$ cat config.mk
export PLATFORM = sky130hd
export DESIGN_NAME = burst_col_seq
export DESIGN_NICKNAME = d
export VERILOG_FILES = /design/src/rtl/burst_col_seq_pkg.sv /design/src/rtl/bcs_col_gen.sv /design/src/rtl/bcs_ctrl.sv /design/src/rtl/burst_col_seq.sv
export SDC_FILE = /design/constraint.sdc
export NUM_CORES = 1
export LEC_CHECK = 0
export BUFFER_PORTS_ARGS = -buffer_cell sky130_fd_sc_hd__buf_4
export CAP_MARGIN = 20
export CORE_MARGIN = 2
export CORE_UTILIZATION = 62
export CTS_BUF_LIST = sky130_fd_sc_hd__clkbuf_16
export CTS_CLUSTER_DIAMETER = 150
export DETAILED_ROUTE_END_ITERATION = 8
export HOLD_SLACK_MARGIN = 0.06
export PLACE_DENSITY_LB_ADDON = 0.2
export SETUP_SLACK_MARGIN = 0.15
export SYNTH_ARGS = -nofsm -noshare
export SYNTH_HDL_FRONTEND = slang
export SYNTH_SLANG_ARGS = --single-unit
$ cat constraint.sdc
create_clock -name clk -period 6.2 [get_ports clk]
set_input_delay 1.24 -clock clk [delete_from_list [all_inputs] [get_ports clk]]
set_output_delay 1.24 -clock clk [all_outputs]
set_load 0.01 [all_outputs]
$ cat src/rtl/burst_col_seq_pkg.sv
package burst_col_seq_pkg;

  // Length code: bit 2 selects full page, bits 1:0 give log2 of the beat count.
  localparam int LEN_CODE_W = 3;
  localparam int LOG_W      = 2;

  typedef struct packed {
    logic [LOG_W-1:0] lenlog;  // log2(burst length) for fixed bursts
    logic             full;    // full-page walk
    logic             ilv;     // interleaved order (never set with full)
  } walk_mode_t;

  function automatic walk_mode_t decode_mode(input logic [LEN_CODE_W-1:0] code,
                                             input logic ilv_req);
    walk_mode_t m;
    m.full   = code[LEN_CODE_W-1];
    m.lenlog = code[LOG_W-1:0];
    m.ilv    = ilv_req & ~code[LEN_CODE_W-1];
    return m;
  endfunction

endpackage

$ cat src/rtl/bcs_col_gen.sv
module bcs_col_gen
  import burst_col_seq_pkg::*;
#(
  parameter int COL_W = 8
) (
  input  logic [COL_W-1:0] base,
  input  logic [COL_W-1:0] beat,
  input  walk_mode_t       mode,
  output logic [COL_W-1:0] col
);

  logic [COL_W-1:0] wrap_mask;
  logic [COL_W-1:0] sum;
  logic [COL_W-1:0] seq_col;
  logic [COL_W-1:0] ilv_col;

  // Bit i belongs to the wrapping field when i < log2(N), or always in full page.
  for (genvar i = 0; i < COL_W; i++) begin : g_mask
    assign wrap_mask[i] = mode.full | (i < int'(mode.lenlog));
  end

  assign sum     = base + beat;
  assign seq_col = (base & ~wrap_mask) | (sum & wrap_mask);
  assign ilv_col = base ^ (beat & wrap_mask);
  assign col     = mode.ilv ? ilv_col : seq_col;

endmodule

$ cat src/rtl/bcs_ctrl.sv
module bcs_ctrl
  import burst_col_seq_pkg::*;
#(
  parameter int COL_W = 8
) (
  input  logic                  clk,
  input  logic                  rst,
  input  logic                  go,
  input  logic                  halt,
  input  logic [COL_W-1:0]      go_col,
  input  logic [LEN_CODE_W-1:0] go_len,
  input  logic                  go_ilv,
  output logic                  nxt_act,
  output logic                  nxt_last,
  output logic [COL_W-1:0]      nxt_beat,
  output logic [COL_W-1:0]      nxt_base,
  output walk_mode_t            nxt_mode
);

  logic             act_q;
  logic [COL_W-1:0] beat_q;
  logic [COL_W-1:0] base_q;
  walk_mode_t       mode_q;
  logic             cur_last;

  function automatic logic [COL_W-1:0] final_idx(input logic [LOG_W-1:0] lg);
    logic [COL_W-1:0] one;
    one = COL_W'(1);
    return (one << lg) - one;
  endfunction

  assign cur_last = act_q & ~mode_q.full & (beat_q == final_idx(mode_q.lenlog));

  always_comb begin
    nxt_act  = act_q;
    nxt_beat = beat_q;
    nxt_base = base_q;
    nxt_mode = mode_q;
    if (go) begin
      nxt_act  = 1'b1;
      nxt_beat = '0;
      nxt_base = go_col;
      nxt_mode = decode_mode(go_len, go_ilv);
    end else if (halt || cur_last) begin
      nxt_act  = 1'b0;
    end else if (act_q) begin
      nxt_beat = beat_q + COL_W'(1);
    end
    nxt_last = nxt_act & ~nxt_mode.full & (nxt_beat == final_idx(nxt_mode.lenlog));
  end

  always_ff @(posedge clk) begin
    if (rst) begin
      act_q  <= 1'b0;
      beat_q <= '0;
      base_q <= '0;
      mode_q <= '0;
    end else begin
      act_q  <= nxt_act;
      beat_q <= nxt_beat;
      base_q <= nxt_base;
      mode_q <= nxt_mode;
    end
  end

  // a full-page walk keeps running while neither stop nor command arrives
  a_r6_full_runs_on: assert property (@(posedge clk) disable iff (rst)
    (act_q && mode_q.full && !go && !halt) |=> act_q);

  // a stop without a command clears the burst
  a_r8_stop_clears: assert property (@(posedge clk) disable iff (rst)
    (halt && !go) |=> !act_q);

endmodule

$ cat src/rtl/burst_col_seq.sv
module burst_col_seq
  import burst_col_seq_pkg::*;
#(
  parameter int COL_W = 8
) (
  input  logic                  clk,
  input  logic                  rst,
  input  logic                  cmd_go,
  input  logic                  cmd_stop,
  input  logic [COL_W-1:0]      cmd_col,
  input  logic [LEN_CODE_W-1:0] cmd_len,
  input  logic                  cmd_ilv,
  output logic [COL_W-1:0]      col_out,
  output logic                  beat_valid,
  output logic                  beat_last
);

  logic             n_act;
  logic             n_last;
  logic [COL_W-1:0] n_beat;
  logic [COL_W-1:0] n_base;
  walk_mode_t       n_mode;
  logic [COL_W-1:0] n_col;

  bcs_ctrl #(.COL_W(COL_W)) u_ctrl (
    .clk      (clk),
    .rst      (rst),
    .go       (cmd_go),
    .halt     (cmd_stop),
    .go_col   (cmd_col),
    .go_len   (cmd_len),
    .go_ilv   (cmd_ilv),
    .nxt_act  (n_act),
    .nxt_last (n_last),
    .nxt_beat (n_beat),
    .nxt_base (n_base),
    .nxt_mode (n_mode)
  );

  bcs_col_gen #(.COL_W(COL_W)) u_gen (
    .base (n_base),
    .beat (n_beat),
    .mode (n_mode),
    .col  (n_col)
  );

  always_ff @(posedge clk) begin
    if (rst) begin
      col_out    <= '0;
      beat_valid <= 1'b0;
      beat_last  <= 1'b0;
    end else begin
      col_out    <= n_col;
      beat_valid <= n_act;
      beat_last  <= n_last;
    end
  end

  // a command shows its own column on the next cycle
  a_r2_go_loads_col: assert property (@(posedge clk) disable iff (rst)
    cmd_go |=> (beat_valid && col_out == $past(cmd_col)));

  // last-beat only flags a valid beat
  a_r5_last_needs_valid: assert property (@(posedge clk) disable iff (rst)
    beat_last |-> beat_valid);

  // the burst ends right after its last beat unless a new command arrives
  a_r5_end_after_last: assert property (@(posedge clk) disable iff (rst)
    (beat_last && !cmd_go) |=> !beat_valid);

  // stop empties the output
  a_r8_stop_drops_valid: assert property (@(posedge clk) disable iff (rst)
    (cmd_stop && !cmd_go) |=> (!beat_valid && !beat_last));

  // a running burst that is not on its last beat keeps going
  a_r3_burst_continues: assert property (@(posedge clk) disable iff (rst)
    (beat_valid && !beat_last && !cmd_go && !cmd_stop) |=> beat_valid);

endmodule

==> results <==
- The total CTS buffers is 5.
- The completed layout was analyzed and its total power is 517.4 µW.
- The area of the die is 3728 µm².
- Summing over every cut layer, the via total after detailed routing is 1828.
- The maximum fanout along the worst path is 31.
- IR analysis of the VDD net gives a maximum drop of 0.0001698 V.
- STA classifies the critical path startpoint as an input pin.
- The total congestion overflow is 0.
- Setup violations remaining at the end of the flow were counted as 0.
- The cell area that synthesis handed to floorplanning was 2018 µm².
- The flow ran to the end, and the final reports show no timing, DRC or antenna violations.
- The mean post-synth cell area is 8.340 µm².
- The highest achievable clock rate is 253.5 MHz.
- In this run the most critical hold path is launched from u_ctrl.base_q[4]$_SDFF_PP0_.
- The final count of pins violating max slew came to 0.
- The number of maximum-capacitance constraint violations is 0.
- Entering global routing, the biggest net connects 33 pins.
- The x dimension of the die is 61.06 µm.
- In the final timing run, aggregate negative setup slack is 0 ns.
- The initial utilization of the core area, before any placement, comes to 65.57%.
- The number of nets in the synthesized netlist is 268.
- The total wire length is 4557 µm.
- Dividing the detail-routed via count by the number of cells gives 5.878.
- Clock tree synthesis found a total of 30 sinks.
- The clock insertion delay at the later pin of the skew report is 0.27 ns.
- The worst hold path depth is 2.
- The distinct cell type count of the synthesized netlist is 59.
- By startpoint and endpoint, the worst setup path is classified as in -> reg.
- The worst-case setup slack after placement is 2.071 ns.
- The repair_antennas step left the layout with diodes totalling 0.
- The root buffer selected by CTS is sky130_fd_sc_hd__clkbuf_16.
- In this run the deepest clock path goes through 2 buffers.
- The initial antenna violation count is 0.
- The worst min-delay path category is reg -> reg.
- In this run the remaining antenna-violating nets after routing total 0.
- The number of placed instances, taps included, is 303.
- In this run the tool buffered the top-level ports with 25 buffer cells.
- The via count of the first global-routing pass is 1818.
- The wire length of the first global-routing pass is 7562 µm.
- After clock tree synthesis, the repair step resized 0 gates.
- Subtracting the final worst setup slack from the clock period gives 3.945 ns.
- In this run the cell area measured after placement is 2207 µm².
- The hold-critical path endpoint is u_ctrl.base_q[4]$_SDFF_PP0_.
- The count of flip-flops with a built-in enable after synthesis is 0.
- The count of buffers added by post-CTS timing repair for setup is 0.
- The number of placement rows is 20.
- In the final routed layout, each cell accounts on average for 14.65 µm.
- The relative max-transition margin is 52.26%.
- The ratio of cells with drive above 1 in the final layout is 18.73%.
- At the end of routability-driven placement, the weighted congestion stood at 0.8836.
- The area growth from synthesis to layout is 16.18%.
- The sequential share of the synthesized area is 29.76%.
- After technology mapping, the gate count stands at 242.
- The floorplan step defined a core boundary enclosing 3078 µm².
- The final worst-path cycle share is 63.63%.
- For the final database, setup skew stands at 0.002812 ns.
- From bottom edge to top edge, the die measures 61.06 µm.
- In the final design database the tool counted 292 nets.
- The endpoint of the most critical register-to-register path is col_out[6]$_SDFF_PP0_.
- The Yosys step of the flow raised 0 warnings.
- The H-tree generated during clock tree synthesis spans 2 levels.
- Power spread over the standard cell area amounts to 220.7 nW/µm².
- The DRC violation count after routing is 0.
- Summed over all cells, the static leakage comes to 1.053 nW.
- The primary flip-flop cell chosen by synthesis mapping is sky130_fd_sc_hd__dfxtp_1.
- The slew at the pin closest to its max-slew limit is 0.6963 ns.
- The post-route worst hold slack is 0.5331 ns.
- The number of detailed-route iterations in the first pass is 5.
- The slack of the worst reg-to-reg path is 2.73 ns.
- For this run, the total global-route usage over all layers was measured as 27.60%.
- The CTS tree is done.
- The count of non-filler cells in the finished layout is 311.
- The count of endpoints failing hold in the final timing report is 0.
- The number of DRC markers in iteration 0 is 90.
- The count of cells along the worst register-to-register path is 15.
- In this run the count of I/O pins placed on the die edge is 26.
- At the worst endpoint, the required time is 6.37 ns.
- Setup repair after global routing left no endpoint under its margin.
- The number of hold buffers added after CTS was 0.
- The worst register-to-register path begins at u_ctrl.mode_q[3]$_SDFF_PP0_.
- The endpoint kind of the worst setup timing path is a flop.
- After clock tree synthesis, the clock-pin slew on the worst setup and hold paths is 0.05 ns.
- In the synthesized netlist the async set-or-reset flop fraction comes to 0%.
- The least setup slack across all paths after layout is 2.255 ns.
- The utilization after layout is 76.18%.
- After routing the design area is 2345 µm².
- The wire-length estimate of the detail-placed layout is 3221 µm.
- STA puts the critical path data arrival time at 4.11 ns.
- The number of synthesized register bits is 30.
-- area by class of cell --
class                           count  area (µm²)
Inverter                           17       63.81
Multi-Input combinational cell    186        1292
Fill cell                         239       733.2
Timing Repair Buffer               26       195.2
Clock inverter                      3       12.51
Sequential cell                    30       600.6
Tap cell                           44       55.05
Clock buffer                        5       125.1
-- cell usage after synthesis, types with 2 or more instances --
cell type	number	area (µm²)
sky130_fd_sc_hd__a211oi_1	2	15.01
sky130_fd_sc_hd__a21o_1	3	22.52
sky130_fd_sc_hd__a21oi_1	11	55.05
sky130_fd_sc_hd__a22oi_1	2	15.01
sky130_fd_sc_hd__and3_1	2	12.51
sky130_fd_sc_hd__buf_1	2	7.510
sky130_fd_sc_hd__buf_6	3	33.78
sky130_fd_sc_hd__clkbuf_1	2	7.510
sky130_fd_sc_hd__dfxtp_1	30	600.6
sky130_fd_sc_hd__ha_1	9	112.6
sky130_fd_sc_hd__inv_1	17	63.81
sky130_fd_sc_hd__mux2_2	2	22.52
sky130_fd_sc_hd__mux2i_1	10	100.1
sky130_fd_sc_hd__nand2_1	19	71.32
sky130_fd_sc_hd__nand2b_1	3	18.77
sky130_fd_sc_hd__nand3_1	3	15.01
sky130_fd_sc_hd__nand4_1	4	25.02
sky130_fd_sc_hd__nor2_1	31	116.4
sky130_fd_sc_hd__nor2_2	2	12.51
sky130_fd_sc_hd__nor2b_1	5	31.28
sky130_fd_sc_hd__nor3_1	7	35.03
sky130_fd_sc_hd__nor4_1	2	12.51
sky130_fd_sc_hd__nor4b_1	2	17.52
sky130_fd_sc_hd__o21a_1	2	15.01
sky130_fd_sc_hd__o21ai_0	16	80.08
sky130_fd_sc_hd__o22a_1	2	17.52
sky130_fd_sc_hd__o22ai_1	2	12.51
sky130_fd_sc_hd__o31a_1	2	17.52
sky130_fd_sc_hd__o41ai_1	3	26.28
sky130_fd_sc_hd__or2_2	2	12.51
sky130_fd_sc_hd__or4_4	2	22.52
sky130_fd_sc_hd__xnor2_1	2	17.52
sky130_fd_sc_hd__xnor2_2	2	32.53
sky130_fd_sc_hd__xor2_1	9	78.83
-- layer usage --
layer,GRT usage [%],share of wire (%),vias up
met4,10.87,2.3,0
met3,6.092,4.8,10
met5,0,0,-
met1,31.97,42,863
met2,49.24,51,48
li1,-,-,907
-- state kept, by name (all words and copies together), names as in the netlist --
register / cells
u_ctrl.base_q: 8
u_ctrl.beat_q: 8
u_ctrl.act_q: 1
col_out: 8
beat_last: 1
u_ctrl.mode_q: 4
-- kinds of logic after synthesis --
family                     synth area share, %
adders and majority gates                6.572
and+or+nand+nor                          24.61
xor gates and xnor gates                 6.386
DFF                                      29.76
muxes                                    6.634
buffers and inverters                    6.200
AOI/OAI and AO/OA                        19.84
-- where the power goes --
group / internal (mW) / switching, mW
registers: 0.203 / 0.00576
logic: 0.0386 / 0.0477
clock network: 0.144 / 0.0779
total: 0.386 / 0.131
-- how the worst max path moves through the flow --
stage,start,slack [ns],cells after the start,endpoint
2_1_floorplan,cmd_stop,2.61,13,col_out[6]$_SDFF_PP0_
3_3_place_gp,cmd_go,2.09,16,col_out[6]$_SDFF_PP0_
3_5_place_dp,cmd_go,2.07,16,col_out[6]$_SDFF_PP0_
4_1_cts,cmd_go,2.26,16,col_out[6]$_SDFF_PP0_
5_1_grt,cmd_go,2.01,16,col_out[6]$_SDFF_PP0_
6_report,cmd_go,2.26,16,col_out[6]$_SDFF_PP0_
-- worst max-delay path, cell delays in order --
cell and delay (ns):
sky130_fd_sc_hd__buf_4 0.35, sky130_fd_sc_hd__nor2b_1 0.11, sky130_fd_sc_hd__nor4b_2 0.17, sky130_fd_sc_hd__mux2_1 0.32, sky130_fd_sc_hd__nor2_2 0.26, sky130_fd_sc_hd__inv_1 0.08, sky130_fd_sc_hd__ha_1 0.22, sky130_fd_sc_hd__inv_1 0.07
sky130_fd_sc_hd__fa_1 0.19, sky130_fd_sc_hd__nor2b_1 0.05, sky130_fd_sc_hd__o21ai_0 0.16, sky130_fd_sc_hd__nand2b_1 0.12, sky130_fd_sc_hd__a21o_1 0.20, sky130_fd_sc_hd__a21oi_1 0.23, sky130_fd_sc_hd__xor2_1 0.10, sky130_fd_sc_hd__o41ai_1 0.23
-- cell usage in the layout, fill, tap and decap left out, drive strengths merged, types with 4 or more instances in the layout --
cell,netlist,layout
nor2b,5,5
nor3,8,8
xor2,9,9
dfxtp,30,30
nor2,34,34
ha,9,9
o21ai,16,16
nand2,19,19
inv,17,18
buf,7,26
clkbuf,2,5
a21oi,12,12
nand4,4,4
mux2i,10,10
xnor2,4,4
(Power assumes the default switching activity.)
